--- config.mk ---
export PLATFORM = sky130hd
export DESIGN_NAME = pll_power_sequencer
export DESIGN_NICKNAME = d
export VERILOG_FILES = /design/src/rtl/pwrseq_pkg.sv /design/src/rtl/pwrseq_serial_regs.sv /design/src/rtl/pwrseq_fsm.sv /design/src/rtl/pwrseq_divider.sv /design/src/rtl/pll_power_sequencer.sv
export SDC_FILE = /design/constraint.sdc
export NUM_CORES = 1
export LEC_CHECK = 0
export ABC_AREA = 1
export BUFFER_PORTS_ARGS = -buffer_cell sky130_fd_sc_hd__buf_2
export CAP_MARGIN = 5
export CORE_MARGIN = 10
export CORE_UTILIZATION = 49
export CTS_CLUSTER_DIAMETER = 100
export DETAILED_ROUTE_END_ITERATION = 16
export GPL_ROUTABILITY_DRIVEN = 0
export PLACE_DENSITY = 0.76
export SLEW_MARGIN = 20
export SYNTH_ARGS = -nofsm -noshare
export SYNTH_HDL_FRONTEND = slang
export SYNTH_SLANG_ARGS = --single-unit
--- constraint.sdc ---
create_clock -name clk -period 3.3 [get_ports clk]
set_clock_uncertainty 0.2 [all_clocks]
set_input_delay 0.33 -clock clk [delete_from_list [all_inputs] [get_ports clk]]
set_output_delay 0.33 -clock clk [all_outputs]
set_load 0.01 [all_outputs]
--- src/rtl/pwrseq_pkg.sv ---
`timescale 1ns/1ps
package pwrseq_pkg;
  localparam int ADDR_W = 2;

  typedef enum logic [1:0] {
    PS_OFF  = 2'd0,
    PS_WAKE = 2'd1,
    PS_RUN  = 2'd2
  } pstate_t;

  typedef enum logic [ADDR_W-1:0] {
    WA_PWR   = 2'd0,
    WA_RDIV  = 2'd1,
    WA_NDIV  = 2'd2,
    WA_SPARE = 2'd3
  } waddr_t;

  // Pin has priority: a low pin forces off regardless of the soft bit.
  function automatic logic pwr_request(input logic pin_en, input logic soft_pd);
    return pin_en & ~soft_pd;
  endfunction
endpackage

--- src/rtl/pwrseq_serial_regs.sv ---
`timescale 1ns/1ps
module pwrseq_serial_regs
  import pwrseq_pkg::*;
#(
  parameter int FRAME_W = 24,
  parameter int R_W     = 14,
  localparam int N_W    = FRAME_W - ADDR_W
) (
  input  logic           clk,
  input  logic           rst_n,
  input  logic           ser_clk_i,
  input  logic           ser_dat_i,
  input  logic           ser_le_i,
  output logic           pd_bit_o,
  output logic           aux_bit_o,
  output logic [R_W-1:0] rdiv_o,
  output logic [N_W-1:0] ndiv_o
);
  logic [FRAME_W-1:0] shreg;
  logic               sck_q, le_q;
  logic               shift_evt, load_evt;
  waddr_t             frame_addr;

  assign shift_evt  = ser_clk_i & ~sck_q;
  assign load_evt   = ser_le_i & ~le_q;
  assign frame_addr = waddr_t'(shreg[ADDR_W-1:0]);

  always_ff @(posedge clk or negedge rst_n) begin
    if (!rst_n) begin
      sck_q <= 1'b0;
      le_q  <= 1'b0;
      shreg <= '0;
    end else begin
      sck_q <= ser_clk_i;
      le_q  <= ser_le_i;
      if (shift_evt) shreg <= {shreg[FRAME_W-2:0], ser_dat_i};
    end
  end

  // Registers stay writable in every power state.
  always_ff @(posedge clk or negedge rst_n) begin
    if (!rst_n) begin
      pd_bit_o  <= 1'b0;
      aux_bit_o <= 1'b0;
      rdiv_o    <= R_W'(1);
      ndiv_o    <= N_W'(1);
    end else if (load_evt) begin
      unique case (frame_addr)
        WA_PWR: begin
          pd_bit_o  <= shreg[ADDR_W];
          aux_bit_o <= shreg[ADDR_W+1];
        end
        WA_RDIV:  rdiv_o <= shreg[ADDR_W +: R_W];
        WA_NDIV:  ndiv_o <= shreg[ADDR_W +: N_W];
        default: ;
      endcase
    end
  end

  a_r8_spare_ignored: assert property (@(posedge clk) disable iff (!rst_n)
    (load_evt && frame_addr == WA_SPARE) |=>
      ($stable(pd_bit_o) && $stable(aux_bit_o) && $stable(rdiv_o) && $stable(ndiv_o)));

  a_r7_no_load_without_strobe: assert property (@(posedge clk) disable iff (!rst_n)
    !load_evt |=> ($stable(rdiv_o) && $stable(ndiv_o) && $stable(pd_bit_o)));
endmodule

--- src/rtl/pwrseq_fsm.sv ---
`timescale 1ns/1ps
module pwrseq_fsm
  import pwrseq_pkg::*;
(
  input  logic clk,
  input  logic rst_n,
  input  logic chip_en_i,
  input  logic pd_bit_i,
  input  logic aux_bit_i,
  output logic presc_en_o,
  output logic loop_drive_en_o,
  output logic ref_buf_en_o,
  output logic cnt_clr_o,
  output logic cnt_run_o
);
  pstate_t st, st_nx;
  logic    want_on;
  logic    wake_evt, release_evt;

  assign want_on = pwr_request(chip_en_i, pd_bit_i);

  always_comb begin
    unique case (st)
      PS_OFF:  st_nx = want_on ? PS_WAKE : PS_OFF;
      PS_WAKE: st_nx = want_on ? PS_RUN  : PS_OFF;
      PS_RUN:  st_nx = want_on ? PS_RUN  : PS_OFF;
      default: st_nx = PS_OFF;
    endcase
  end

  assign wake_evt    = (st == PS_OFF)  && (st_nx == PS_WAKE);
  assign release_evt = (st == PS_WAKE) && (st_nx == PS_RUN);

  always_ff @(posedge clk or negedge rst_n) begin
    if (!rst_n) st <= PS_OFF;
    else        st <= st_nx;
  end

  assign presc_en_o      = (st != PS_OFF);
  assign loop_drive_en_o = (st == PS_RUN);
  assign cnt_run_o       = (st == PS_RUN);
  assign cnt_clr_o       = (st != PS_RUN);
  assign ref_buf_en_o    = (st != PS_OFF) | aux_bit_i;

  a_r1_drop_on_request: assert property (@(posedge clk) disable iff (!rst_n)
    !want_on |=> (st == PS_OFF));

  a_r5_wake_precedes_drive: assert property (@(posedge clk) disable iff (!rst_n)
    wake_evt |=> (presc_en_o && !loop_drive_en_o));

  a_r5_release_drives: assert property (@(posedge clk) disable iff (!rst_n)
    release_evt |=> loop_drive_en_o);
endmodule

--- src/rtl/pwrseq_divider.sv ---
`timescale 1ns/1ps
module pwrseq_divider #(
  parameter int W = 14
) (
  input  logic         clk,
  input  logic         rst_n,
  input  logic         clr_i,
  input  logic         run_i,
  input  logic         tick_i,
  input  logic [W-1:0] div_i,
  output logic         tc_o
);
  logic [W-1:0] cnt;
  logic         at_end;

  // Divide value 0 behaves as 1.
  function automatic logic [W-1:0] last_count(input logic [W-1:0] d);
    return (d == '0) ? '0 : d - W'(1);
  endfunction

  assign at_end = (cnt >= last_count(div_i));
  assign tc_o   = run_i & tick_i & at_end;

  always_ff @(posedge clk or negedge rst_n) begin
    if (!rst_n)              cnt <= '0;
    else if (clr_i)          cnt <= '0;
    else if (run_i && tick_i) cnt <= at_end ? '0 : cnt + W'(1);
  end

  a_r4_clear_zero: assert property (@(posedge clk) disable iff (!rst_n)
    clr_i |=> (cnt == '0));

  a_r4_wrap_to_zero: assert property (@(posedge clk) disable iff (!rst_n)
    tc_o |=> (cnt == '0));
endmodule

--- src/rtl/pll_power_sequencer.sv ---
`timescale 1ns/1ps
module pll_power_sequencer
  import pwrseq_pkg::*;
#(
  parameter int FRAME_W = 24,
  parameter int R_W     = 14
) (
  input  logic clk,
  input  logic rst_n,
  input  logic chip_en_i,
  input  logic ser_clk_i,
  input  logic ser_dat_i,
  input  logic ser_le_i,
  input  logic ref_tick_i,
  input  logic vco_tick_i,
  output logic presc_en_o,
  output logic loop_drive_en_o,
  output logic ref_buf_en_o,
  output logic r_tc_o,
  output logic n_tc_o
);
  localparam int N_W = FRAME_W - ADDR_W;

  logic           pd_bit, aux_bit;
  logic [R_W-1:0] rdiv;
  logic [N_W-1:0] ndiv;
  logic           cnt_clr, cnt_run;

  pwrseq_serial_regs #(.FRAME_W(FRAME_W), .R_W(R_W)) u_regs (
    .clk(clk), .rst_n(rst_n),
    .ser_clk_i(ser_clk_i), .ser_dat_i(ser_dat_i), .ser_le_i(ser_le_i),
    .pd_bit_o(pd_bit), .aux_bit_o(aux_bit), .rdiv_o(rdiv), .ndiv_o(ndiv)
  );

  pwrseq_fsm u_fsm (
    .clk(clk), .rst_n(rst_n),
    .chip_en_i(chip_en_i), .pd_bit_i(pd_bit), .aux_bit_i(aux_bit),
    .presc_en_o(presc_en_o), .loop_drive_en_o(loop_drive_en_o),
    .ref_buf_en_o(ref_buf_en_o), .cnt_clr_o(cnt_clr), .cnt_run_o(cnt_run)
  );

  pwrseq_divider #(.W(R_W)) u_rdiv (
    .clk(clk), .rst_n(rst_n), .clr_i(cnt_clr), .run_i(cnt_run),
    .tick_i(ref_tick_i), .div_i(rdiv), .tc_o(r_tc_o)
  );

  pwrseq_divider #(.W(N_W)) u_ndiv (
    .clk(clk), .rst_n(rst_n), .clr_i(cnt_clr), .run_i(cnt_run),
    .tick_i(vco_tick_i), .div_i(ndiv), .tc_o(n_tc_o)
  );

  a_r1_pin_low_forces_off: assert property (@(posedge clk) disable iff (!rst_n)
    !chip_en_i |=> (!loop_drive_en_o && !presc_en_o));

  a_r2_keepalive_holds_ref: assert property (@(posedge clk) disable iff (!rst_n)
    aux_bit |-> ref_buf_en_o);

  a_r3_silent_when_off: assert property (@(posedge clk) disable iff (!rst_n)
    !loop_drive_en_o |-> (!r_tc_o && !n_tc_o));

  a_r5_drive_needs_prescaler: assert property (@(posedge clk) disable iff (!rst_n)
    $rose(loop_drive_en_o) |-> $past(presc_en_o));
endmodule

=== After elaboration in Yosys (flattened, before gate mapping) ===
Index checks and enable logic that the tools add are counted.

* Bitwise logic cells: 11
* $lt $le $gt $ge: 2
* Divide/modulo/power cells: 0
* Mux-type cells: 11
* Multipliers: 0
* Shift operators: 0
* Reductions and logical operators: 13
* Equal/unequal tests: 5
* Add/subtract/negate cells: 4

{| class="wikitable"
|+ Operators with widths
! cell !! number
|-
| $mux W22 || 4
|-
| $mux W14 || 4
|-
| $add A22 B1 Y22 const B || 1
|-
| $ge A22 B22 Y1 || 1
|-
| $logic_not A22 Y1 || 1
|-
| $sub A22 B1 Y22 const B || 1
|-
| $add A14 B1 Y14 const B || 1
|-
| $ge A14 B14 Y1 || 1
|-
| $logic_not A14 Y1 || 1
|-
| $sub A14 B1 Y14 const B || 1
|-
| $and A1 B1 Y1 || 7
|-
| $reduce_and A2 Y1 || 3
|-
| $reduce_bool A2 Y1 || 3
|-
| $eq A2 B1 Y1 const B || 2
|-
| $eq A2 B2 Y1 const B || 2
|-
| $logic_not A2 Y1 || 2
|-
| $pmux W2 S2 || 1
|-
| $not A1 Y1 || 3
|-
| $logic_and A1 B1 Y1 || 2
|-
| $mux W2 || 1
|-
| $ne A2 B2 Y1 const B || 1
|-
| $reduce_or A2 Y1 || 1
|-
| $mux W1 || 1
|-
| $or A1 B1 Y1 || 1
|}

* Bits in writable memories: 0
* Latch bits: 0
* Input port bits: 8
* Bits in read-only memories: 0
* Word-level logic and storage cells: 56
* Bits in registers: 102
* Memories: 0
* Output and inout bits: 5

=== Logic depth before layout (Yosys ltp) ===
Gate-level depths: netlist of run 1.

* Depth in word-level cells: 6
* Mapped depth: 19
* Depth with buffers taken out: 18

=== Modules after synthesis ===
From an unflattened synthesis of run 1, not the netlist that was laid out.

* Cell total of the unflattened synthesis: 991
* Area total of the unflattened synthesis: 7,005.5 um^2

{| class="wikitable"
|+ Modules (own cells, without submodules)
! module !! cells an instance !! times used !! seq. area each (um^2) !! area an instance (um^2)
|-
| pwrseq_divider (u_ndiv) || 473 || 1 || 550.5 || 2,731.4
|-
| pwrseq_serial_regs || 273 || 1 || 1,604.0 || 2,557.5
|-
| pwrseq_divider (u_rdiv) || 227 || 1 || 350.3 || 1,574.0
|-
| pwrseq_fsm || 18 || 1 || 50.0 || 142.6
|}

=== Worst setup path before layout of run 1 ===
No wires, ideal clock.

* Path kind: reg-to-output
* From: reg u_regs.ndiv_o[0]
* To: out n_tc_o
* Stages on the path, launching flop included: 18
* Path slack: 0.308 ns
* Required time: 2.770 ns
* Arrival: 2.462 ns
* Cells stage by stage: dfstp_2 > inv_1 > ha_1 > nand2_2 > nor2_2 > nand3_2 > buf_6 > nand3_1 > ha_1 > nand2_1 > nor2_1 > nand2_1 > nor2_1 > nand2_1 > nand3_1 > nor2_2 > buf_6 > nor2_1

* Word-level cells in the longest chain between the ends: 4
* Elaborated cells on any way between the ends: 5

{| class="wikitable"
|+ Ends and longest elaborated chain
! item !! RTL line !! source
|-
| start: declaration || pwrseq_serial_regs.sv:17 || <nowiki>output logic [N_W-1:0] ndiv_o</nowiki>
|-
| start signal: assignment || pwrseq_serial_regs.sv:54 || <nowiki>WA_NDIV: ndiv_o <= shreg[ADDR_W +: N_W];</nowiki>
|-
| $sub A22 B1 Y22 or $logic_not A22 Y1 (tied branches) || pwrseq_divider.sv:18 || <nowiki>return (d == '0) ? '0 : d - W'(1);</nowiki>
|-
| $mux W22 * || pwrseq_divider.sv:18 ||
|-
| $ge A22 B22 Y1 * || pwrseq_divider.sv:21 || <nowiki>assign at_end = (cnt >= last_count(div_i));</nowiki>
|-
| $and A1 B1 Y1 * || pwrseq_divider.sv:22 || <nowiki>assign tc_o = run_i & tick_i & at_end;</nowiki>
|-
| end: declaration || pll_power_sequencer.sv:20 || <nowiki>output logic n_tc_o</nowiki>
|}

Every way passes the cells marked *; elsewhere a longest branch is shown, timed or not.

=== Worst setup path in the final report of run 1 ===
* From: reg u_regs.ndiv_o[2]
* To: out n_tc_o

The elaborated chain is that of the path after synthesis.

==> summary.txt, run 1 <==
Setup path
  • Worst setup path startpoint: u_regs.ndiv_o[2]
  • R2r setup slk: 0.18 ns
  • Worst Path Required: 2.77 ns
  • R2R cell count: 16
  • Crit path max fanout: 6
  • Worst setup EP type: output pin
  • Startpoint types: flop
  • WP data arrival: between 2 and 3 ns
  • Crit path to: n_tc_o
  • R2R Path Start: u_regs.ndiv_o[2]
  • Worst r2r dst: u_ndiv.cnt[7]
  • Setup Crit Path Kind: flop to output pin

Detailed routing
  • Total Wirelength: 15200 um
  • Remaining DRCs: 0
  • TritonRoute pass-1 iters: 4
  • Vias: between 5000 and 6000
  • Vias/cell: 5.04
  • Initial drt markers: 489
  • DRT antenna net count: 0
  • Average routed wire per standard cell: 13.0 um

Final layout
  • Post-Layout Inst Area: 7780 sq um
  • Final Util: 58.0%
  • Non-filler cells, final: 1165
  • Nets: 1036
  • Area delta synth->final: 15.0%
  • Fraction of layout instances using a drive strength above 1: 15.1%
  • Antenna diodes: 0

Global routing
  • Initial antenna violation count: 0
  • Largest net degree at the start of global routing: 61
  • Number of global-route vias before repair: ~5400
  • GRT Total Usage: 16.3%
  • First-pass GRT wire length: about 25000 um
  • Total gr overflow: 0

Outcome
  • Failing checks: setup timing
  • Outcome: finished, violations left

Synthesis
  • Syn_nets: roughly 1000
  • Seq/Total Area, Yosys: 37.8%
  • Synth Instances: between 900 and 1000
  • Mean post-synth cell area: 7.09 sq um
  • Cell Area, Synth: around 6800 sq um
  • Synth warn: 0
  • Number of synthesized register bits: slightly above 100
  • Synth unique cells: 36

Power
  • PD cells: roughly 730 nW/um^2
  • Total Power: 5690 uW
  • Leakage: roughly 0.0038 uW
  • Max rail drop VDD: around 0.00034 V

Timing
  • Fmax: approximately 290 MHz
  • Final WS setup: -0.119 ns
  • Final hold vios: 0
  • Tmin final: 3.42 ns
  • Fin crit share: 104%
  • Worst slew pin tran: ~0.94 ns
  • Slew Limit Fails: 0
  • Setup violators final: 1
  • Post-route setup TNS: -0.119 ns
  • Unrepaired setup endpoints after global routing: yes
  • Slew margin rel.: a little under two fifths

Min path
  • Hold Crit Class: input pin to flop

Clock network
  • CTS tree: done
  • Max Buffers Root-to-Sink: 2
  • CTS Buf Count: 9
  • Clk slew on worst S/H paths: approximately 0.07 ns
  • Clk sinks: around 100
  • Worst skew pair latency: about 0.36 ns
  • H-tree depth: 3
  • Root Buffer: clkbuf_16

Floorplan
  • Die Y: between 100 and 150 um
  • Die area: about 19000 sq um
  • Core Rows: 42
  • Die W: about 140 um
  • Core Region: 13400 sq um
  • Initial Utilization: a little over 50%
  • Io pins: 13

Place
  • Port Buffers: 12
  • Final HPWL DP: about 11000 um
  • DP Cell Count: approximately 1100
  • Placed cell area: 6990 sq um

Job
  • Number of max-cap violations: 0
## synth_stat cells
master | count | area [sq um]
nand2_2 | 8 | 50.1
clkbuf_1 | 11 | 41.3
nand4_1 | 5 | 31.3
xnor2_1 | 10 | 87.6
nand3b_1 | 2 | 15.0
nor2_4 | 7 | 78.8
nor4_4 | 1 | 21.3
buf_6 | 4 | 45.0
nand2_1 | 323 | 1210
nor3_2 | 1 | 10.0
a31oi_1 | 2 | 12.5
nor3_4 | 1 | 16.3
nor2_2 | 14 | 87.6
a211oi_1 | 1 | 7.51
buf_2 | 4 | 20.0
o21ai_0 | 68 | 340
nand3_1 | 67 | 335
a21o_1 | 2 | 15.0
nor3_1 | 6 | 30.0
nor4_1 | 2 | 12.5
o21bai_1 | 2 | 15.0
or2_2 | 8 | 50.1
dfrtp_1 | 100 | 2500
xor2_1 | 15 | 131
buf_4 | 3 | 22.5
nor2_1 | 109 | 409
nor3b_4 | 1 | 18.8
dfstp_2 | 2 | 52.6
inv_1 | 105 | 394
o21a_1 | 1 | 7.51
ha_1 | 44 | 551
a2bb2oi_1 | 1 | 8.76
nand3_2 | 3 | 30.0
o21ai_1 | 2 | 10.0
buf_1 | 1 | 3.75
a21oi_1 | 17 | 85.1
## stage by stage
stage	hold slack, ns	worst slack (ns)
2_1_floorplan	-0.166	0.308
3_3_place_gp	0.253	0.205
3_5_place_dp	0.257	0.0970
4_1_cts	0.0115	-0.0880
5_1_grt	0.0503	-0.274
6_report	0.0197	-0.119
## per-layer routing
layer | vias up | GRT usage, % | part of all wire [%]
li1 | 3059 | - | -
met1 | 2712 | 21.9 | 48
met2 | 87 | 26.0 | 47
met3 | 18 | 2.15 | 3.2
met4 | 0 | 6.79 | 1.7
met5 | - | 0 | 0
## cell usage in the layout, fill, tap and decap left out, drive strengths merged, types with 2 or more instances in the layout
cell / n
dfstp: 2
inv: 106
ha: 44
nor4: 3
a21o: 2
clkbuf: 11
nor2: 130
o21ai: 70
nand4: 5
or2: 8
nor3: 8
xor2: 15
a31oi: 2
nand2: 331
xnor2: 10
dlygate4sd3: 4
o21bai: 2
clkinv: 5
buf: 38
dfrtp: 100
nand3: 70
a21oi: 17
nand3b: 2
## cell type report
| type | count | area (sq um) |
|---|---|---|
| Clock buffer | 10 | 239 |
| Clock inverter | 6 | 45.0 |
| Fill cell | 1233 | 5620 |
| Inverter | 105 | 394 |
| Multi-Input combinational cell | 723 | 3960 |
| Sequential cell | 102 | 2560 |
| Tap cell | 176 | 220 |
| Timing Repair Buffer | 43 | 360 |
## worst min-delay path by stage
stage | endpoint | depth (start not counted) | start
after floorplan | u_fsm.st[0] | 0 | rst_n
after global placement | u_regs.sck_q | 1 | ser_clk_i
after detailed placement | u_regs.shreg[5] | 1 | rst_n
after CTS | u_regs.shreg[0] | 3 | ser_dat_i
after global routing | u_regs.shreg[0] | 3 | ser_dat_i
final | u_regs.shreg[0] | 3 | ser_dat_i
## critical path, cell delays in order (launching register included)
cell and delay (ns):
dfrtp_2 0.46, nor2_4 0.16, nand2_4 0.08, nor2_4 0.12
nor3b_4 0.32, or2_4 0.20, nand3_4 0.06, ha_4 0.25
buf_4 0.13, a21o_1 0.15, nor2_2 0.17, a21oi_4 0.08
nor2_4 0.14, nor2_1 0.05, buf_2 0.16
## report_power, final
| part | internal (uW) | leakage, uW | switching [uW] | total, uW |
|---|---|---|---|---|
| clock | 537 | 0.000143 | 493 | 1030 |
| sequential | 1410 | 0.00138 | 169 | 1580 |
| combinational | 1300 | 0.00231 | 1780 | 3080 |
| total | 3240 | 0.00383 | 2440 | 5690 |
## cells by family after synthesis
kind of cell             Yosys count  synth area share, %
AND/OR/NAND/NOR                  558                 35.6
buffers and inverters            128                 7.79
flip-flops                       102                 37.8
AO/OA/AOI/OAI                     96                 7.42
adder cells (fa/ha/maj)           44                 8.14
XOR/XNOR                          25                 3.24
## timing repair
| action | 4_1_cts | 5_1_grt |
|---|---|---|
| pin swaps | 12 | 24 |
| endpoints found under the hold margin | 62 | 0 |
| cloned | 0 | 1 |
| buffers inserted | 12 | 7 |
| endpoints found under the setup margin | 2 | 16 |
| gates resized for setup | 26 | 45 |
| hold buffers | 4 | 0 |
## sequential cells by signal, indices dropped and copies added (netlist names)
| register | count |
|---|---|
| u_rdiv.cnt | 14 |
| u_regs.ndiv_o | 22 |
| u_fsm.st | 2 |
| u_regs.le_q | 1 |
| u_regs.aux_bit_o | 1 |
| u_ndiv.cnt | 22 |
| u_regs.pd_bit_o | 1 |
| u_regs.rdiv_o | 14 |
| u_regs.sck_q | 1 |
| u_regs.shreg | 24 |
(Power assumes the default switching activity.)
==> inputs of run 2 (changes only) <==
Settings changed: ABC_AREA 1 to not set.
==> summary.txt, run 2 <==
Outcome
  • Outcome: finished, violations left (unchanged)
  • Failing checks: setup timing (unchanged)

Global routing
  • Initial antenna violation count: 0 (unchanged)
  • GRT Total Usage: 17.6% (was 16.3%)
  • Largest net degree at the start of global routing: 54 (was 61)
  • Total gr overflow: 0 (unchanged)
  • Number of global-route vias before repair: 5450 (was 5429)
  • First-pass GRT wire length: 26100 um (was 25200 um)

Synthesis
  • EDFF count, synth: 0 (unchanged)
  • Top-area cell type share of the netlist area: 40.3% (was 37.0%)
  • Proportion of synthesized area in mux cells: 11.7% (was 0%)
  • Most instantiated cells after synthesis: dfrtp_1 (100), nand2_1 (84), mux2_2 (59), ha_1 (44), a21oi_1 (33) (was nand2_1 (323), nor2_1 (109), inv_1 (105), dfrtp_1 (100), o21ai_0 (68))
  • Largest family of logic cells by synthesized area: simple AND/OR/NAND/NOR gates (unchanged)
  • Synth Instances: 640 (was 953)
  • Synth warn: 0 (unchanged)
  • Post-Synth XOR/XNOR Area: 3.52% (was 3.24%)
  • Cell Area, Synth: 6210 sq um (was 6760 sq um)
  • Synth area leaders: dfrtp_1 (40%), mux2_2 (11%), ha_1 (8.9%) (was dfrtp_1 (37%), nand2_1 (18%), ha_1 (8.1%))
  • Async SR Flop Fraction: 100% (unchanged)
  • Mean post-synth cell area: 9.71 sq um (was 7.09 sq um)
  • Top-count cell post-synth: dfrtp_1 (was nand2_1)
  • Post-Synth Simple-Gate Area: 21.2% (was 35.6%)
  • Post-synth top flop: dfrtp_1 (unchanged)
  • Number of synthesized register bits: 102 (unchanged)
  • Compound-Gate Fraction of Synth Area: 10.4% (was 7.42%)
  • Syn_nets: 692 (was 1005)
  • Synth unique cells: 55 (was 36)
  • Seq/Total Area, Yosys: 41.1% (was 37.8%)
  • Adder-Cell Fraction of Synth Area: 8.86% (was 8.14%)
  • Synth area leader: dfrtp_1 (unchanged)

Detailed routing
  • Vias/cell: 5.94 (was 5.04)
  • Vias: 5407 (was 5876)
  • Total Wirelength: 16400 um (was 15200 um)
  • DRT antenna net count: 0 (unchanged)
  • Initial drt markers: 487 (was 489)
  • TritonRoute pass-1 iters: 8 (was 4)
  • Average routed wire per standard cell: 18.0 um (was 13.0 um)
  • Remaining DRCs: 0 (unchanged)

Floorplan
  • Core Rows: 41 (was 42)
  • Die area: 17600 sq um (was 18900 sq um)
  • Io pins: 13 (unchanged)
  • Core Region: 12500 sq um (was 13400 sq um)
  • Die Y: 133 um (was 137 um)
  • Initial Utilization: 49.7% (was 50.5%)
  • Die W: 133 um (was 137 um)

Place
  • Port Buffers: 12 (unchanged)
  • DP Cell Count: 868 (was 1125)
  • Final HPWL DP: 10400 um (was 10600 um)

Power
  • Max rail drop VDD: 0.000666 V (was 0.000342 V)
  • P_int: 3530 uW (was 3240 uW)
  • Total Power: 5770 uW (was 5690 uW)
  • Net Sw Frac: 38.9% (was 43.0%)
  • Clock share of power: 18.7% (was 18.1%)
  • Psw: 2240 uW (was 2440 uW)
  • Leakage: 0.00357 uW (was 0.00383 uW)
  • PD cells: 706 nW/um^2 (was 731 nW/um^2)
  • Share of power burned in registers: 30.3% (was 27.7%)
  • Combinational Power Share: 51.0% (was 54.1%)

Final layout
  • Largest regs: u_regs.shreg: 24 flops, u_ndiv.cnt: 22 flops, u_regs.ndiv_o: 22 flops (unchanged)
  • Area delta synth->final: 31.4% (was 15.0%)
  • Most frequent cells in the layout: dfrtp_1 (100), buf_4 (77), nand2_1 (74), mux2_2 (58), ha_1 (34) (was nand2_1 (317), inv_1 (103), dfrtp_1 (95), nor2_1 (91), o21ai_0 (65))
  • Commonest non-fill, non-tap cell in the layout: dfrtp_1 (was nand2_1)
  • Fraction of layout instances using a drive strength above 1: 37.3% (was 15.1%)
  • Nets: 785 (was 1036)
  • Non-filler cells, final: 910 (was 1165)
  • Reg with most FFs: u_regs.shreg (unchanged)
  • Antenna diodes: 0 (unchanged)
  • Largest register FFs: 24 (unchanged)

Setup path
  • Worst Path Required: 2.77 ns (about the same)
  • WP buf/inv: 3 (was 2)
  • Crit path top cell by count: buf_4 (was nor2_4)
  • Startpoint types: flop (unchanged)
  • Slowest cell on the critical path: or4_4 (was dfrtp_2)
  • Critical path, cell by cell: or4_4 -> or3_4 -> nand4bb_4 -> nor2_4 -> nand2_1 -> mux2_4 -> ha_4 -> nand4_1 -> buf_4 -> nor4_4 -> buf_4 -> a31oi_4 -> a211oi_4 -> buf_2 (was nor2_4 -> nand2_4 -> nor2_4 -> nor3b_4 -> or2_4 -> nand3_4 -> ha_4 -> buf_4 -> a21o_1 -> nor2_2 -> a21oi_4 -> nor2_4 -> nor2_1 -> buf_2)
  • Worst setup EP type: output pin (unchanged)
  • Setup Crit Path Kind: flop to output pin (unchanged)
  • CP max stage delay: 0.54 ns (was 0.46 ns)
  • Crit path max fanout: 4 (was 6)
  • WP data arrival: 3.89 ns (was 2.89 ns)
  • Crit-path leading delay family: simple AND/OR/NAND/NOR gates (unchanged)

Timing
  • Worst slew pin tran: 0.810 ns (was 0.944 ns)
  • Slew Limit Fails: 0 (unchanged)
  • Tmin final: 4.42 ns (was 3.42 ns)
  • Final WS setup: -1.12 ns (was -0.119 ns)
  • Unrepaired setup endpoints after global routing: yes (unchanged)
  • Fmax: 226 MHz (was 292 MHz)
  • Slew margin rel.: 46.0% (was 36.9%)
  • Fin crit share: 134% (was 104%)
  • Setup violators final: 38 (was 1)
  • Final hold vios: 0 (unchanged)

Clock network
  • CTS Buf Count: 9 (unchanged)
  • CTS tree: done (unchanged)
  • Clk sinks: 102 (unchanged)
  • Max Buffers Root-to-Sink: 2 (unchanged)
  • Clk slew on worst S/H paths: 0.08 ns (was 0.07 ns)
  • H-tree depth: 3 (unchanged)
  • Worst skew pair latency: 0.35 ns (was 0.36 ns)
  • Root Buffer: clkbuf_16 (unchanged)

Min path
  • Hold Crit Class: input pin to flop (unchanged)

Job
  • Number of max-cap violations: 0 (unchanged)
==> run 2: cell count changes after synthesis, moves of 8 or more <==
cell      previous run  this run
mux2_2               0        59
nand2_1            323        84
nor3_1               6        19
a21oi_1             17        33
a31oi_1              2        11
inv_1              105        26
nor4_1               2        14
clkbuf_1            11        23
nand2_2              8         0
o21ai_0             68        29
nand4_1              5        24
nand3_1             67        26
nor2_2              14         0
nor2_1             109        25
==> run 2: stage by stage <==
step	util, %	setup WS, ns	hold WS, ns	setup TNS [ns]	cell area, sq um
5_1_grt	65.3	-1.24	0.0336	-28.53	8170
4_1_cts	61.5	-1.04	0.0303	-18.48	7700
2_1_floorplan	-	-0.579	-0.166	-10.35	6270
3_5_place_dp	55.9	-0.749	0.216	-14.98	7000
6_report	65.3	-1.12	0.0390	-22.01	8170
3_3_place_gp	55.9	-0.688	0.213	-11.46	7000
==> run 2: what timing repair did <==
item / 4_1_cts / 5_1_grt
setup buffers: 9 / 11
endpoints found under the setup margin: 37 / 38
endpoints found under the hold margin: 53 / 0
gates cloned: 4 / 1
pin swaps: 11 / 49
hold buffers: 4 / 0
resized for setup: 52 / 74
==> run 2: logic make-up (layout without fill, tap and decap cells) <==
kind of cell,Yosys count,after routing
and+or+nand+nor,246,246
muxes,65,65
xor gates and xnor gates,25,25
AOI/OAI and AO/OA,105,105
DFF,102,102
adders and majority gates,44,44
buffers and inverters,53,151
==> run 2: area by class of cell <==
type	instances	area (sq um)
Multi-Input combinational cell	485	4050
Timing Repair Buffer	109	952
Fill cell	927	4350
Inverter	26	97.6
Tap cell	172	215
Clock inverter	6	65.1
Clock buffer	10	239
Sequential cell	102	2550
==> run 2: power by group through the flow <==
stage / clock [uW] / combinational [uW] / sequential, uW
2_1_floorplan: 0 / 1350 / 1720
3_3_place_gp: 0 / 2050 / 1730
3_5_place_dp: 0 / 2160 / 1760
4_1_cts: 1090 / 2520 / 1740
5_1_grt: 1140 / 3190 / 1790
6_report: 1080 / 2940 / 1750
==> run 2: path summary, 6_finish.rpt <==
path | startpoint | slack, ns | cells past startpoint | to
hold reg to reg | u_regs.pd_bit_o | 0.27 | 1 | u_fsm.st[1]
min in group asynchronous | rst_n | 0.38 | 2 | u_regs.shreg[13]
max in group asynchronous | rst_n | 1.65 | 3 | u_regs.ndiv_o[0]
hold / removal | chip_en_i | 0.04 | 2 | u_fsm.st[1]
setup reg to reg | u_regs.ndiv_o[8] | -0.83 | 17 | u_ndiv.cnt[5]
setup / recovery | u_regs.ndiv_o[8] | -1.12 | 14 | n_tc_o
==> run 2: per-layer routing <==
metal | GRT usage [%] | up-vias | routed length [um]
met1 | 21.0 | 2681 | 6840
met2 | 31.1 | 144 | 8470
met4 | 5.26 | 0 | 380
met5 | 0 | - | 0
li1 | - | 2534 | -
met3 | 3.44 | 48 | 700
==> inputs of run 3 (changes only) <==
Settings changed: CORE_MARGIN 10 to 2, CTS_BUF_LIST set to sky130_fd_sc_hd__clkbuf_8, CTS_CLUSTER_SIZE set to 20.
==> summary.txt, run 3 (synthesis results as in run 2) <==
Outcome
  • Outcome: finished, violations left (unchanged)
  • Failing checks: setup timing (unchanged)

Final layout
  • Largest regs: u_regs.shreg: 24 flops, u_ndiv.cnt: 22 flops, u_regs.ndiv_o: 22 flops (unchanged)
  • Reg area: 2550 sq um (unchanged)
  • Reg with most FFs: u_regs.shreg (unchanged)
  • # fillers: 961 (was 927)
  • Most frequent cells in the layout: dfrtp_1 (100), buf_4 (80), nand2_1 (77), mux2_2 (58), ha_1 (35) (was dfrtp_1 (100), buf_4 (77), nand2_1 (74), mux2_2 (58), ha_1 (34))
  • Fraction of layout instances using a drive strength above 1: 37.0% (was 37.3%)
  • Nets: 791 (was 785)
  • Post-Layout Inst Area: 8070 sq um (was 8170 sq um)
  • Area delta synth->final: 29.8% (was 31.4%)
  • Commonest non-fill, non-tap cell in the layout: dfrtp_1 (unchanged)
  • Multi-input logic area: 3990 sq um (was 4050 sq um)
  • Largest register FFs: 24 (unchanged)
  • Non-filler cells, final: 916 (was 910)
  • Antenna diodes: 0 (unchanged)

Global routing
  • Met1 GRT Util: 31.0% (was 21.0%)
  • Top Usage Layer GRT: met2 (unchanged)
  • Met2 Track Usage GR: 40.2% (was 31.1%)
  • Number of global-route vias before repair: 5464 (was 5450)
  • Global Route met3 Usage: 5.03% (was 3.44%)
  • Largest net degree at the start of global routing: 42 (was 54)
  • Total gr overflow: 0 (unchanged)
  • Initial antenna violation count: 0 (unchanged)
  • GRT Total Usage: 24.4% (was 17.6%)
  • First-pass GRT wire length: 26100 um (about the same)

Clock network
  • CTS Buf Count: 9 (unchanged)
  • CTS tree: done (unchanged)
  • Clk sinks: 102 (unchanged)
  • H-tree depth: 3 (unchanged)
  • Clk slew on worst S/H paths: 0.12 ns (was 0.08 ns)
  • Root Buffer: clkbuf_8 (was clkbuf_16)
  • Worst skew pair latency: 0.40 ns (was 0.35 ns)
  • Max Buffers Root-to-Sink: 2 (unchanged)

Timing
  • Slew Limit Fails: 0 (unchanged)
  • Slew margin rel.: 38.2% (was 46.0%)
  • Unrepaired setup endpoints after global routing: yes (unchanged)
  • Final hold vios: 0 (unchanged)
  • Tmin final: 4.36 ns (was 4.42 ns)
  • Fmax: 230 MHz (was 226 MHz)
  • Fin crit share: 132% (was 134%)
  • Worst slew pin tran: 0.919 ns (was 0.810 ns)
  • Setup violators final: 38 (unchanged)
  • Final WS setup: -1.06 ns (was -1.12 ns)

Setup path
  • Worst setup EP type: output pin (unchanged)
  • Worst r2r dst: u_ndiv.cnt[4] (was u_ndiv.cnt[5])
  • Crit path max fanout: 4 (unchanged)
  • Setup Crit Path Kind: flop to output pin (unchanged)
  • Worst Path Required: 2.77 ns (about the same)
  • Startpoint types: flop (unchanged)
  • WP data arrival: 3.83 ns (was 3.89 ns)
  • R2R cell count: 17 (unchanged)
  • R2R Path Start: u_regs.ndiv_o[6] (was u_regs.ndiv_o[8])
  • R2r setup slk: -0.86 ns (was -0.83 ns)

Min path
  • Hold path endpoint: u_rdiv.cnt[10] (was u_fsm.st[1])
  • Hold_sp: ref_tick_i (was chip_en_i)
  • WHS Path Cells: 3 (was 2)
  • Hold Crit Class: input pin to flop (unchanged)

Floorplan
  • Die area: 13600 sq um (was 17600 sq um)
  • Core Region: 12500 sq um (unchanged)
  • Io pins: 13 (unchanged)
  • Die Y: 117 um (was 133 um)
  • Die W: 117 um (was 133 um)
  • Core Rows: 41 (unchanged)
  • Initial Utilization: 49.7% (unchanged)

Place
  • Port Buffers: 12 (unchanged)
  • Place WS: -0.791 ns (was -0.749 ns)
  • Final HPWL DP: 10400 um (about the same)
  • DP Cell Count: 868 (unchanged)
  • Placed cell area: 7000 sq um (unchanged)

Power
  • Leakage: 0.00356 uW (was 0.00357 uW)
  • Max rail drop VDD: 0.000641 V (was 0.000666 V)
  • PD cells: 671 nW/um^2 (was 706 nW/um^2)

Detailed routing
  • Vias/cell: 6.03 (was 5.94)
  • Initial drt markers: 452 (was 487)
  • TritonRoute pass-1 iters: 5 (was 8)
  • Remaining DRCs: 0 (unchanged)
  • Total Wirelength: 16400 um (about the same)
  • DRT antenna net count: 0 (unchanged)
  • Vias: 5522 (was 5407)
  • Average routed wire per standard cell: 17.9 um (was 18.0 um)

Job
  • Number of max-cap violations: 0 (unchanged)
run 3: changes by cell type in the layout (fill, tap and decap cells not counted), sizes merged:
cell,before,now
buf,104,108
clkbuf,11,12
clkinv,3,1
clkinvlp,1,0
dlygate4sd3,4,5
inv,28,31
run 3: what timing repair did:
action / 4_1_cts / 5_1_grt
hold buffers: 5 / 0
endpoints found under the hold margin: 43 / 0
pin swaps: 22 / 22
setup buffers: 16 / 7
gates cloned: 4 / 3
gates resized for setup: 77 / 42
endpoints found under the setup margin: 37 / 38
run 3: layout make-up:
type                            count  share of cell area, %
Inverter                           26                   1.21
Sequential cell                   102                   31.7
Clock buffer                       10                   1.71
Tap cell                          172                   2.67
Timing Repair Buffer              115                   12.6
Clock inverter                      6                  0.744
Multi-Input combinational cell    485                   49.4
run 3: power breakdown:
| part | switching (uW) | total [uW] | internal, uW | leakage (uW) |
|---|---|---|---|---|
| combinational | 1390 | 2850 | 1460 | 0.00210 |
| clock | 487 | 805 | 318 | 0.000103 |
| sequential | 247 | 1750 | 1510 | 0.00136 |
run 3: critical path, stage by stage (launching register included):
cell and delay, ns:
dfrtp_1 0.39, or4_4 0.53, or3_4 0.37, nand4bb_4 0.25, nor3_2 0.15, xor2_1 0.19
nand2_1 0.11, ha_4 0.28, nand4_1 0.16, nor4_4 0.34, buf_4 0.17, a221oi_4 0.08
a211oi_4 0.26, buf_2 0.17
run 3: how the worst max path moves through the flow:
stage / startpoint / endpoint / slack, ns / cells past startpoint
2_1_floorplan: u_regs.ndiv_o[6] / n_tc_o / -0.58 / 12
3_3_place_gp: u_regs.ndiv_o[6] / n_tc_o / -0.69 / 13
3_5_place_dp: u_regs.ndiv_o[2] / u_ndiv.cnt[5] / -0.79 / 14
4_1_cts: u_regs.ndiv_o[6] / n_tc_o / -1.05 / 13
5_1_grt: u_regs.ndiv_o[6] / n_tc_o / -1.22 / 13
6_report: u_regs.ndiv_o[6] / n_tc_o / -1.06 / 13
run 3: per-layer routing:
metal | vias to the layer above | wire length (um)
li1 | 2543 | -
met1 | 2719 | 6910
met2 | 203 | 8070
met3 | 57 | 772
met4 | 0 | 620
met5 | - | 0
run 3: through the flow:
step           utilization (%)  hold WS, ns  total power, uW  TNS [ns]
5_1_grt                   64.5        0.112             5780    -28.41
6_report                  64.5        0.115             5410    -23.07
4_1_cts                   62.2       0.0858             5200    -16.69
2_1_floorplan                -       -0.166             3070    -10.35
3_5_place_dp              55.9        0.155             3970    -16.56
3_3_place_gp              55.9        0.148             3850    -13.08
